File: config.mk
export PLATFORM = sky130hd
export DESIGN_NAME = alu_slice_top
export DESIGN_NICKNAME = d
export VERILOG_FILES = /design/src/rtl/alu_slice_pkg.sv /design/src/rtl/alu_bit_cell.sv /design/src/rtl/alu_ripple_chain.sv /design/src/rtl/alu_flag_unit.sv /design/src/rtl/alu_slice_top.sv
export SDC_FILE = /design/constraint.sdc
export NUM_CORES = 1
export LEC_CHECK = 0
export CAP_MARGIN = 40
export CORE_MARGIN = 4
export CORE_UTILIZATION = 51
export DETAILED_ROUTE_END_ITERATION = 8
export GPL_TIMING_DRIVEN = 1
export MAX_ROUTING_LAYER = met4
export PLACE_DENSITY_LB_ADDON = 0.3
export SYNTH_ARGS = -nofsm -noshare
export SYNTH_HDL_FRONTEND = slang
export SYNTH_SLANG_ARGS = --single-unit
export TNS_END_PERCENT = 20
File: constraint.sdc
create_clock -name clk -period 0.8 [get_ports clk]
set_input_delay 0.08 -clock clk [delete_from_list [all_inputs] [get_ports clk]]
set_output_delay 0.08 -clock clk [all_outputs]
set_load 0.03 [all_outputs]
File: src/rtl/alu_slice_pkg.sv
`timescale 1ns/1ps
package alu_slice_pkg;
  typedef enum logic [1:0] {
    LEG_AND  = 2'b00,
    LEG_OR   = 2'b01,
    LEG_SUM  = 2'b10,
    LEG_LESS = 2'b11
  } leg_e;

  typedef struct packed {
    logic flip_a;
    logic flip_b;
    leg_e leg;
  } ctrl_t;
endpackage

File: src/rtl/alu_bit_cell.sv
`timescale 1ns/1ps
module alu_bit_cell
  import alu_slice_pkg::*;
(
  input  logic a_i,
  input  logic b_i,
  input  logic flip_a_i,
  input  logic flip_b_i,
  input  logic carry_i,
  input  logic less_i,
  input  leg_e leg_i,
  output logic res_o,
  output logic carry_o
);
  logic a_eff, b_eff, sum_w;

  always_comb begin
    a_eff   = a_i ^ flip_a_i;
    b_eff   = b_i ^ flip_b_i;
    sum_w   = a_eff ^ b_eff ^ carry_i;
    carry_o = (a_eff & b_eff) | (a_eff & carry_i) | (b_eff & carry_i);
    unique case (leg_i)
      LEG_AND:  res_o = a_eff & b_eff;
      LEG_OR:   res_o = a_eff | b_eff;
      LEG_SUM:  res_o = sum_w;
      default:  res_o = less_i;
    endcase
  end
endmodule

File: src/rtl/alu_ripple_chain.sv
`timescale 1ns/1ps
module alu_ripple_chain
  import alu_slice_pkg::*;
#(
  parameter int WIDTH = 32
) (
  input  logic [WIDTH-1:0] a_i,
  input  logic [WIDTH-1:0] b_i,
  input  ctrl_t            ctrl_i,
  output logic [WIDTH-1:0] res_o,
  output logic             msb_carry_in_o,
  output logic             msb_carry_out_o
);
  localparam int MSB = WIDTH - 1;

  logic [WIDTH:0] carry;
  logic           set_bit;

  assign carry[0] = ctrl_i.flip_b;

  // corrected sign of the difference: raw msb sum xor overflow reduces to this
  assign set_bit = (a_i[MSB] ^ ctrl_i.flip_a) ^ (b_i[MSB] ^ ctrl_i.flip_b) ^ carry[WIDTH];

  for (genvar i = 0; i < WIDTH; i++) begin : g_cell
    alu_bit_cell u_cell (
      .a_i      (a_i[i]),
      .b_i      (b_i[i]),
      .flip_a_i (ctrl_i.flip_a),
      .flip_b_i (ctrl_i.flip_b),
      .carry_i  (carry[i]),
      .less_i   ((i == 0) ? set_bit : 1'b0),
      .leg_i    (ctrl_i.leg),
      .res_o    (res_o[i]),
      .carry_o  (carry[i+1])
    );
  end

  assign msb_carry_in_o  = carry[MSB];
  assign msb_carry_out_o = carry[WIDTH];
endmodule

File: src/rtl/alu_flag_unit.sv
`timescale 1ns/1ps
module alu_flag_unit #(
  parameter int WIDTH = 32
) (
  input  logic [WIDTH-1:0] res_i,
  input  logic             msb_carry_in_i,
  input  logic             msb_carry_out_i,
  output logic             zero_o,
  output logic             ovf_o
);
  assign zero_o = ~(|res_i);
  assign ovf_o  = msb_carry_in_i ^ msb_carry_out_i;
endmodule

File: src/rtl/alu_slice_top.sv
`timescale 1ns/1ps
module alu_slice_top
  import alu_slice_pkg::*;
#(
  parameter int WIDTH = 32
) (
  input  logic             clk,
  input  logic             rst_n,
  input  logic             en,
  input  logic [WIDTH-1:0] opnd_a,
  input  logic [WIDTH-1:0] opnd_b,
  input  logic [3:0]       op_code,
  output logic [WIDTH-1:0] result_q,
  output logic             zero_q,
  output logic             ovf_q
);
  ctrl_t            ctrl;
  logic [WIDTH-1:0] res_c;
  logic             cin_msb, cout_msb, zero_c, ovf_c;
  logic [WIDTH-1:0] result_d;
  logic             zero_d, ovf_d;

  assign ctrl.flip_a = op_code[3];
  assign ctrl.flip_b = op_code[2];
  assign ctrl.leg    = leg_e'(op_code[1:0]);

  alu_ripple_chain #(.WIDTH(WIDTH)) u_chain (
    .a_i             (opnd_a),
    .b_i             (opnd_b),
    .ctrl_i          (ctrl),
    .res_o           (res_c),
    .msb_carry_in_o  (cin_msb),
    .msb_carry_out_o (cout_msb)
  );

  alu_flag_unit #(.WIDTH(WIDTH)) u_flags (
    .res_i           (res_c),
    .msb_carry_in_i  (cin_msb),
    .msb_carry_out_i (cout_msb),
    .zero_o          (zero_c),
    .ovf_o           (ovf_c)
  );

  always_comb begin
    result_d = result_q;
    zero_d   = zero_q;
    ovf_d    = ovf_q;
    if (en) begin
      result_d = res_c;
      zero_d   = zero_c;
      ovf_d    = ovf_c;
    end
  end

  always_ff @(posedge clk or negedge rst_n) begin
    if (!rst_n) begin
      result_q <= '0;
      zero_q   <= 1'b1;
      ovf_q    <= 1'b0;
    end else begin
      result_q <= result_d;
      zero_q   <= zero_d;
      ovf_q    <= ovf_d;
    end
  end
endmodule

# After elaboration in Yosys (flattened, before gate mapping)
# Index checks and enable logic that the tools add are counted.
# classes
n_eq_ne	2
mux	32
bitwise	323
n_reduce_logical	2
# ops
operator	n
bitwise XOR 1 bit	130
bitwise AND 1 bit	96
OR 1 bit	96
case mux 1 bit (3 select lines)	32
OR reduction 32 bit	1
== test 2 x 1 -> 1 bit (second input constant)	1
== test 2 bit (second input constant)	1
logical NOT 2 bit	1
inverter 1 bit	1
# totals
register_bits	34
inputBits	71

# Longest topological paths before layout
# Gate-level depths: netlist of run 1.
# depth
ltp_word	101
ltp_mapped	40
depth_no_buf	39

# Hierarchy
# Synthesis of run 1 repeated with hierarchy kept, for this count alone.
# unflattened
cells_unflattened	376
area_unflattened_um2	4626.9
# modules_own_cells
mod	n_inst	cells_each	area_each_um2
alu_bit_cell	32	9	96.3
alu_slice_top	1	72	1418.9
alu_flag_unit	1	12	81.3
alu_ripple_chain	1	4	43.8

# Worst setup path before layout of run 1
# No wires, ideal clock.
# synth_timing
path_kind	input-to-reg
startpoint	input port op_code[2]
endpoint	register zero_q
setup_time_ps	89
t_arrival_ps	13670
required_ps	711
slack_ps	-12959
path_stages	38
path_buffers	2
cell_sequence	buf_6 clkbuf_1 o21ai_0 fa_1 fa_1 fa_1 fa_1 fa_1 fa_1 fa_1 fa_1 fa_1 fa_1 fa_1 fa_1 fa_1 fa_1 fa_1 [... 2 more ...] fa_1 fa_1 fa_1 fa_1 fa_1 fa_1 fa_1 fa_1 fa_1 fa_1 fa_1 fa_1 fa_1 fa_1 mux4_2 nor4_1 nand2_1 o32ai_2
# synth_via
elab_chain_cells	101
word_cells_on_any_way	323
classes_between	32 x mux; 290 x bitwise; 1 x reduce/logical
# synth_lines
item	line_no	text
start, declared	alu_slice_top.sv:12	input logic [3:0] op_code,
bitwise XOR 1 bit	alu_bit_cell.sv:19	b_eff = b_i ^ flip_b_i;
bitwise AND 1 bit	alu_bit_cell.sv:21, alu_bit_cell.sv:23	
OR 1 bit (2 in series)	alu_bit_cell.sv:21	carry_o = (a_eff & b_eff) | (a_eff & carry_i) | (b_eff & carry_i);
bitwise AND 1 bit	alu_bit_cell.sv:21	
OR 1 bit (2 in series)	alu_bit_cell.sv:21	
bitwise AND 1 bit	alu_bit_cell.sv:21	
OR 1 bit (2 in series)	alu_bit_cell.sv:21	
bitwise AND 1 bit	alu_bit_cell.sv:21	
[... 80 more ...]	--	
bitwise AND 1 bit	alu_bit_cell.sv:21	
OR 1 bit (2 in series)	alu_bit_cell.sv:21	
bitwise AND 1 bit	alu_bit_cell.sv:21	
OR 1 bit (2 in series)	alu_bit_cell.sv:21	
bitwise XOR 1 bit	alu_ripple_chain.sv:22	assign set_bit = (a_i[MSB] ^ ctrl_i.flip_a) ^ (b_i[MSB] ^ ctrl_i.flip_b) ^ carry[WIDTH];
case mux 1 bit (3 select lines)	alu_bit_cell.sv:22	unique case (leg_i)
OR reduction 32 bit *	alu_flag_unit.sv:11	assign zero_o = ~(|res_i);
inverter 1 bit *	alu_flag_unit.sv:11	
end signal, assigned	alu_slice_top.sv:62	zero_q <= zero_d;
end, declared	alu_slice_top.sv:14	output logic zero_q,
# Mark *: on every way between the ends. The rest lies on a longest branch, timed or not.
# A chain may end at the register's enable or synchronous reset.

# Worst setup path in the final report of run 1
# layout_timing
startpoint	input port op_code[3]
endpoint	register zero_q
# layout_via
elab_chain_cells	101
word_cells_on_any_way	322
classes_between	32 x mux; 289 x bitwise; 1 x reduce/logical
# layout_lines
item	line_no	text
bitwise XOR 1 bit	alu_bit_cell.sv:18	a_eff = a_i ^ flip_a_i;
bitwise AND 1 bit (on tied branches)	alu_bit_cell.sv:21, alu_bit_cell.sv:23	
OR 1 bit (2 in series)	alu_bit_cell.sv:21	
bitwise AND 1 bit	alu_bit_cell.sv:21	
OR 1 bit (2 in series)	alu_bit_cell.sv:21	
bitwise AND 1 bit	alu_bit_cell.sv:21	
OR 1 bit (2 in series)	alu_bit_cell.sv:21	
bitwise AND 1 bit	alu_bit_cell.sv:21	
[... 80 more ...]	--	
bitwise AND 1 bit	alu_bit_cell.sv:21	
OR 1 bit (2 in series)	alu_bit_cell.sv:21	
bitwise AND 1 bit	alu_bit_cell.sv:21	
OR 1 bit (2 in series)	alu_bit_cell.sv:21	
bitwise XOR 1 bit	alu_ripple_chain.sv:22	
case mux 1 bit (3 select lines)	alu_bit_cell.sv:22	
OR reduction 32 bit *	alu_flag_unit.sv:11	
inverter 1 bit *	alu_flag_unit.sv:11	
# Marks and branches as above.

==> run metrics, run 1 <==
outcome complete, but fails checks; failing checks setup timing; Sw Pwr 4.430 mW; Synth top cells by count 68 x inv_1, 64 x ha_1, 64 x xor2_1, 33 x dfrtp_1, 32 x fa_1; CP max-delay cell mux4_2; H-tree depth 2; Fin Clk Skew 0 ns; Die H between 90 and 100 um; largest net degree at the start of global routing 35; cell internal pwr about 6.5 mW; Synth area leader dfrtp_1; Post-Syn Instances between 400 and 500; highest cell delay on the worst timing path a little over 0.5 ns; synth unique cells 33; # DRC 0; most common flop cell mapped by yosys dfrtp_1; Post-DRT Antenna Nets 0; Post-Route WL between 10000 and 15000 um; most common cell in the synthesized netlist inv_1; Lkg Pwr ~3.4 nW; Initial Utilization 52.05%; Routed WL per cell approximately 19 um; Slew headroom 66.32%; Worst Tran Pin Value around 0.50 ns; Global Route Usage Sum between 20% and 30%; Rows 33; CP Class in -> reg; switching portion of total power between 40% and 50%; Peak VDD IR 0.6931 mV; power share of the combinational group roughly two thirds; placed wire-length estimate ~10000 um; sequential-to-total area share from yosys stat 20.02%; # setup viols final 68; share of synthesized registers carrying an async set or reset 100.0%; ANT cells 0; FF+latch count, synth 34; global route overflow 0; pwr dens roughly 1600 nW/um^2; share of layout cells above drive strength 1 about 42%; Fin. Hold Viols 0; core area approximately 8200 sq um; CTS sink count 34; Clock Power Share between 10% and 20%; R2R depth 1; CTS max path bufs 2; CP required roughly 1.0 ns; CTS Root Cell clkbuf_8; global-route wire length before repair a little over 20000 um; Startpoint Class input port; number of enable flip-flop cells after synthesis 0; Mapped Area 4255 sq um; r2r startpoint result_q[0]; area share of the largest cell type after synthesis between 10% and 20%; Arr. time, crit path approximately 13 ns; synth-to-layout area growth 65.04%; f_max 0.07977 GHz; global placement routability congestion 0.9670; Finished Layout Cells around 780; cell mode on critical path fa_2; Die W 99.35 um; Syn Nets between 600 and 700; Final min period around 13 ns; DR vias/cell between 5 and 6; Reg power frac 21.3%; worst setup margin -11.74 ns; DR vias 4229; RSZ-0062 raised after global routing yes; RR Endpoint result_q[0]; worst hold path class in -> async; Finished Core Util a little under nine tenths; hold_buf cts 0; Final period util 1567%; clock transition at the registers of the reported paths about 0.070 ns; Worst-Skew Late Latency around 0.3 ns; vias in the first global route 4368; Avg Cell Area, Syn about 9.5 sq um; PortBufs 104; first-pass iteration count of the detailed router 5; leading post-synthesis cells by cell area dfrtp_1 19%, ha_1 19%, fa_1 15%; nets 845; fin. max-slew vios 0; violation count after the first detailed-route iteration 285; antenna violations before repair 0; CTS tree yes; YS warnings 0; worst-path maximum fanout 3; Num CTS Buffers 5; Die Footprint 9869 sq um; I/O pin count 105; Cells after DPL 770; Maximum Capacitance Violations 0; R2R Setup Slk -0.03 ns; critical path endpoint category flip-flop
-- critical path, delay by kind of cell --
kind | cells | cell delay [ns]
XOR/XNOR | 1 | 0.18
adder cells (fa/ha/maj) | 31 | 11.14
multiplexers | 1 | 0.51
buffers and inverters | 2 | 0.16
AO/OA/AOI/OAI | 2 | 0.28
AND/OR/NAND/NOR | 3 | 0.40
-- sequential cells by signal, indices dropped and copies added, names as in the netlist --
name / cells
ovf_q: 1
result_q: 32
zero_q: 1
-- placed cells by master (no fill, tap or decap), drive strengths merged --
master	count
and2	6
fa	32
nand4	2
nor2	20
mux4	1
mux2	19
dlygate4sd2	2
o22ai	18
inv	68
or4	1
ha	64
o32ai	1
xnor2	2
a21oi	13
nand3	1
o21a	1
clkdlybuf4s15	1
o211ai	1
clkdlybuf4s50	61
o22a	6
nor4	5
dfrtp	33
o21ai	24
nand2b	1
buf	187
dfstp	1
mux2i	2
nand2	28
clkbuf	8
xor2	64
o32a	6
-- timing repair --
item / 4_1_cts / 5_1_grt
gates cloned: 0 / 0
setup buffers: 2 / 6
pin swaps: 25 / 25
endpoints found under the setup margin: 68 / 68
resized for setup: 75 / 41
-- worst max-delay path by stage --
stage / from / to / depth (start not counted)
global route: op_code[3] / zero_q / 40
CTS: op_code[3] / zero_q / 40
finish: op_code[3] / zero_q / 40
global placement: opnd_a[0] / zero_q / 40
floorplan: op_code[2] / zero_q / 39
detailed placement: opnd_a[0] / zero_q / 40
-- layer usage --
metal  up-vias  routed length, um  GRT usage (%)
met1      2060               5473          29.44
met2       221               7836          48.61
met3        75                934          3.086
li1       1873                  -              -
met4         0                694          10.08
met5         -                  0              -
-- stage by stage --
step | power (mW) | TNS, ns | instance area, sq um | worst slack, ns | hold slack [ns]
after floorplan | 5.250 | -213.14 | 4403 | -11.42 | -0.2156
after global placement | 7.753 | -235.96 | 6420 | -12.04 | 0.4669
after detailed placement | 8.083 | -241.10 | 6420 | -12.29 | 0.4669
after CTS | 10.12 | -220.87 | 6813 | -11.60 | 0.1575
after global routing | 11.47 | -227.09 | 7023 | -11.93 | 0.1662
final | 10.94 | -223.44 | 7023 | -11.74 | 0.1411
-- area by class of cell --
class	instances	area, sq um
Clock buffer	8	110.1
Fill cell	395	1152
Inverter	68	255.2
Multi-Input combinational cell	318	3395
Sequential cell	34	852.1
Tap cell	105	131.4
Timing Repair Buffer	251	2280
-- power by group through the flow --
stage               clock network [mW]  registers, mW  logic (mW)
finish                            1.51           2.33        7.10
global route                      1.58           2.36        7.53
CTS                               1.50           2.31        6.31
detailed placement                   0           2.28        5.80
global placement                     0           2.25        5.50
floorplan                            0           2.90        2.35
-- kinds of logic (layout without fill, tap and decap cells) --
| group | count (synthesis) | count (layout) | synth area share, % |
|---|---|---|---|
| flip-flops | 34 | 34 | 20.02 |
| XOR/XNOR | 66 | 66 | 13.58 |
| adder cells (fa/ha/maj) | 96 | 96 | 33.87 |
| multiplexers | 22 | 22 | 6.028 |
| AO/OA/AOI/OAI | 70 | 70 | 10.38 |
| AND/OR/NAND/NOR | 64 | 64 | 6.586 |
| buffers and inverters | 95 | 327 | 9.526 |
Note: power is estimated with default switching activity, not from simulation.
==> run 2: changes to the inputs <==
- CORE_UTILIZATION: 51 -> 55
- DONT_BUFFER_PORTS: unset -> 1
- GPL_ROUTABILITY_DRIVEN: unset -> 1
- REMOVE_ABC_BUFFERS: unset -> 1
==> run metrics, run 2 (synthesis results as in run 1) <==
Setup TNS -214.84 ns; violation count after the first detailed-route iteration between 150 and 200; Arr. time, crit path 12.44 ns; max FFs per register 32; fillcell total roughly 470; clock transition at the registers of the reported paths ~0.070 ns; share of layout cells above drive strength 1 ~39%; Post-Route WL between 10000 and 15000 um; nets between 700 and 800; most frequent cells in the layout 85 x buf_4, 68 x inv_1, 64 x ha_1; outcome complete, but fails checks; CTS Root Cell clkbuf_8; CTS tree yes; Peak VDD IR roughly 1 mV; worst-path maximum fanout 2; RR Endpoint result_q[30]; RSZ-0062 raised after global routing yes; Startpoint Class input port; global-route wire length before repair about 17000 um; global placement routability congestion approximately 0.85; R2R depth 1; PortBufs 0; failing checks hold timing, setup timing; Die W around 96 um; Regs by FF count result_q (32), ovf_q (1), zero_q (1); worst setup margin -11.44 ns; I/O pin count around 110; R2R Setup Slk -0.01 ns; ANT cells 0; Fin Hold WS -0.5207 ns; largest net degree at the start of global routing 63; fin. max-slew vios 0; Finished Core Util between 70% and 80%; Slew headroom 72.91%; synth-to-layout area growth 35.02%; Final period util 1529%; Final min period roughly 12 ns; DR vias about 3400; first-pass iteration count of the detailed router 4; placed wire-length estimate about 8000 um; CP Class in -> reg; CTS max path bufs 2; CTS sink count 34; commonest non-fill, non-tap cell in the layout buf_4; # setup viols final 68; Post-DRT Antenna Nets 0; critical path endpoint category flip-flop; cell mode on critical path fa_2; Maximum Capacitance Violations 0; r2r startpoint result_q[30]; Fin Clk Skew 0 ns; Pwr Total 9.118 mW; Fin. Hold Viols slightly below 70; f_max between 0.08 and 0.09 GHz; worst hold path class in -> async; H-tree depth 2; core area ~7400 sq um; antenna violations before repair 0; vias in the first global route 3600; CP required 1.00 ns; global route overflow 0; Initial Utilization 57.74%; Global Route Usage Sum 24.90%; Place WS -13.15 ns; Routed WL per cell roughly 17 um; # DRC 0; Rows 31; CP max-delay cell mux4_2; Num CTS Buffers 5; Worst-Skew Late Latency 0.29 ns; Reg with most FFs result_q; Die H 95.96 um; pwr dens 1587 nW/um^2; Lkg Pwr between 2 and 3 nW; highest cell delay on the worst timing path approximately 0.50 ns; DR vias/cell around 5.2; Die Footprint between 9000 and 10000 sq um; Worst Tran Pin Value about 0.4 ns
-- run 2: cell types whose count changed in the layout (fill, tap and decap cells not counted), moves of 3 or more --
cell / previous run / this run
o22ai_2: 8 / 15
buf_2: 4 / 0
o22ai_4: 10 / 3
inv_1: 65 / 68
clkdlybuf4s50_1: 61 / 0
buf_6: 44 / 38
buf_12: 6 / 1
buf_4: 132 / 85
inv_2: 3 / 0
-- run 2: per-layer routing --
| metal | share of wire [%] | GRT usage, % |
|---|---|---|
| met5 | 0 | - |
| met4 | 1.2 | 3.791 |
| met3 | 6.0 | 5.160 |
| met2 | 54 | 45.63 |
| met1 | 39 | 28.51 |
-- run 2: what timing repair did --
action                                 in CTS  in global routing
setup endpoints to repair                  68                 68
gates resized for setup                    94                 28
endpoints found under the hold margin      68                 68
gates cloned                                0                  0
setup buffers                               1                  4
pin swaps                                  34                 16
-- run 2: power breakdown --
| group | leakage (nW) | internal (mW) | switching, mW | total (mW) |
|---|---|---|---|---|
| Sequential | 0.406 | 2.05 | 0.294 | 2.34 |
| Clock | 0.0472 | 0.692 | 0.657 | 1.35 |
| Combinational | 2.40 | 2.80 | 2.63 | 5.43 |
-- run 2: layout make-up --
cell class / instances / area [sq um] / share of cell area, %
clock buffers: 6 / 82.58 / 1.437
clock inverters: 2 / 12.51 / 0.2178
inverters: 68 / 255.2 / 4.443
multi-input cells: 318 / 3333 / 58.01
flip-flops and latches: 34 / 852.1 / 14.83
well taps: 99 / 123.9 / 2.156
repair buffers: 124 / 1086 / 18.90
-- run 2: per-stage QoR --
stage	cell area, sq um	cells
CTS	5597	648
global placement	5142	639
detailed placement	5142	639
floorplan	4105	420
finish	5746	651
global route	5746	651
-- run 2: worst max-delay path: cells and delay by family --
family	cells	cell delay, ns
AO/OA/AOI/OAI	2	0.33
AND/OR/NAND/NOR	3	0.33
multiplexers	1	0.50
adder cells (fa/ha/maj)	31	10.96
XOR/XNOR	1	0.15
buffers and inverters	1	0.07
-- run 2: worst max-delay path by stage --
stage	from	endpoint	slack, ns	depth (start not counted)
global placement	op_code[3]	zero_q	-12.97	39
floorplan	op_code[3]	zero_q	-12.62	39
finish	opnd_a[0]	zero_q	-11.44	39
global route	opnd_a[0]	zero_q	-11.69	39
detailed placement	op_code[3]	zero_q	-13.15	39
CTS	opnd_a[0]	zero_q	-11.46	39
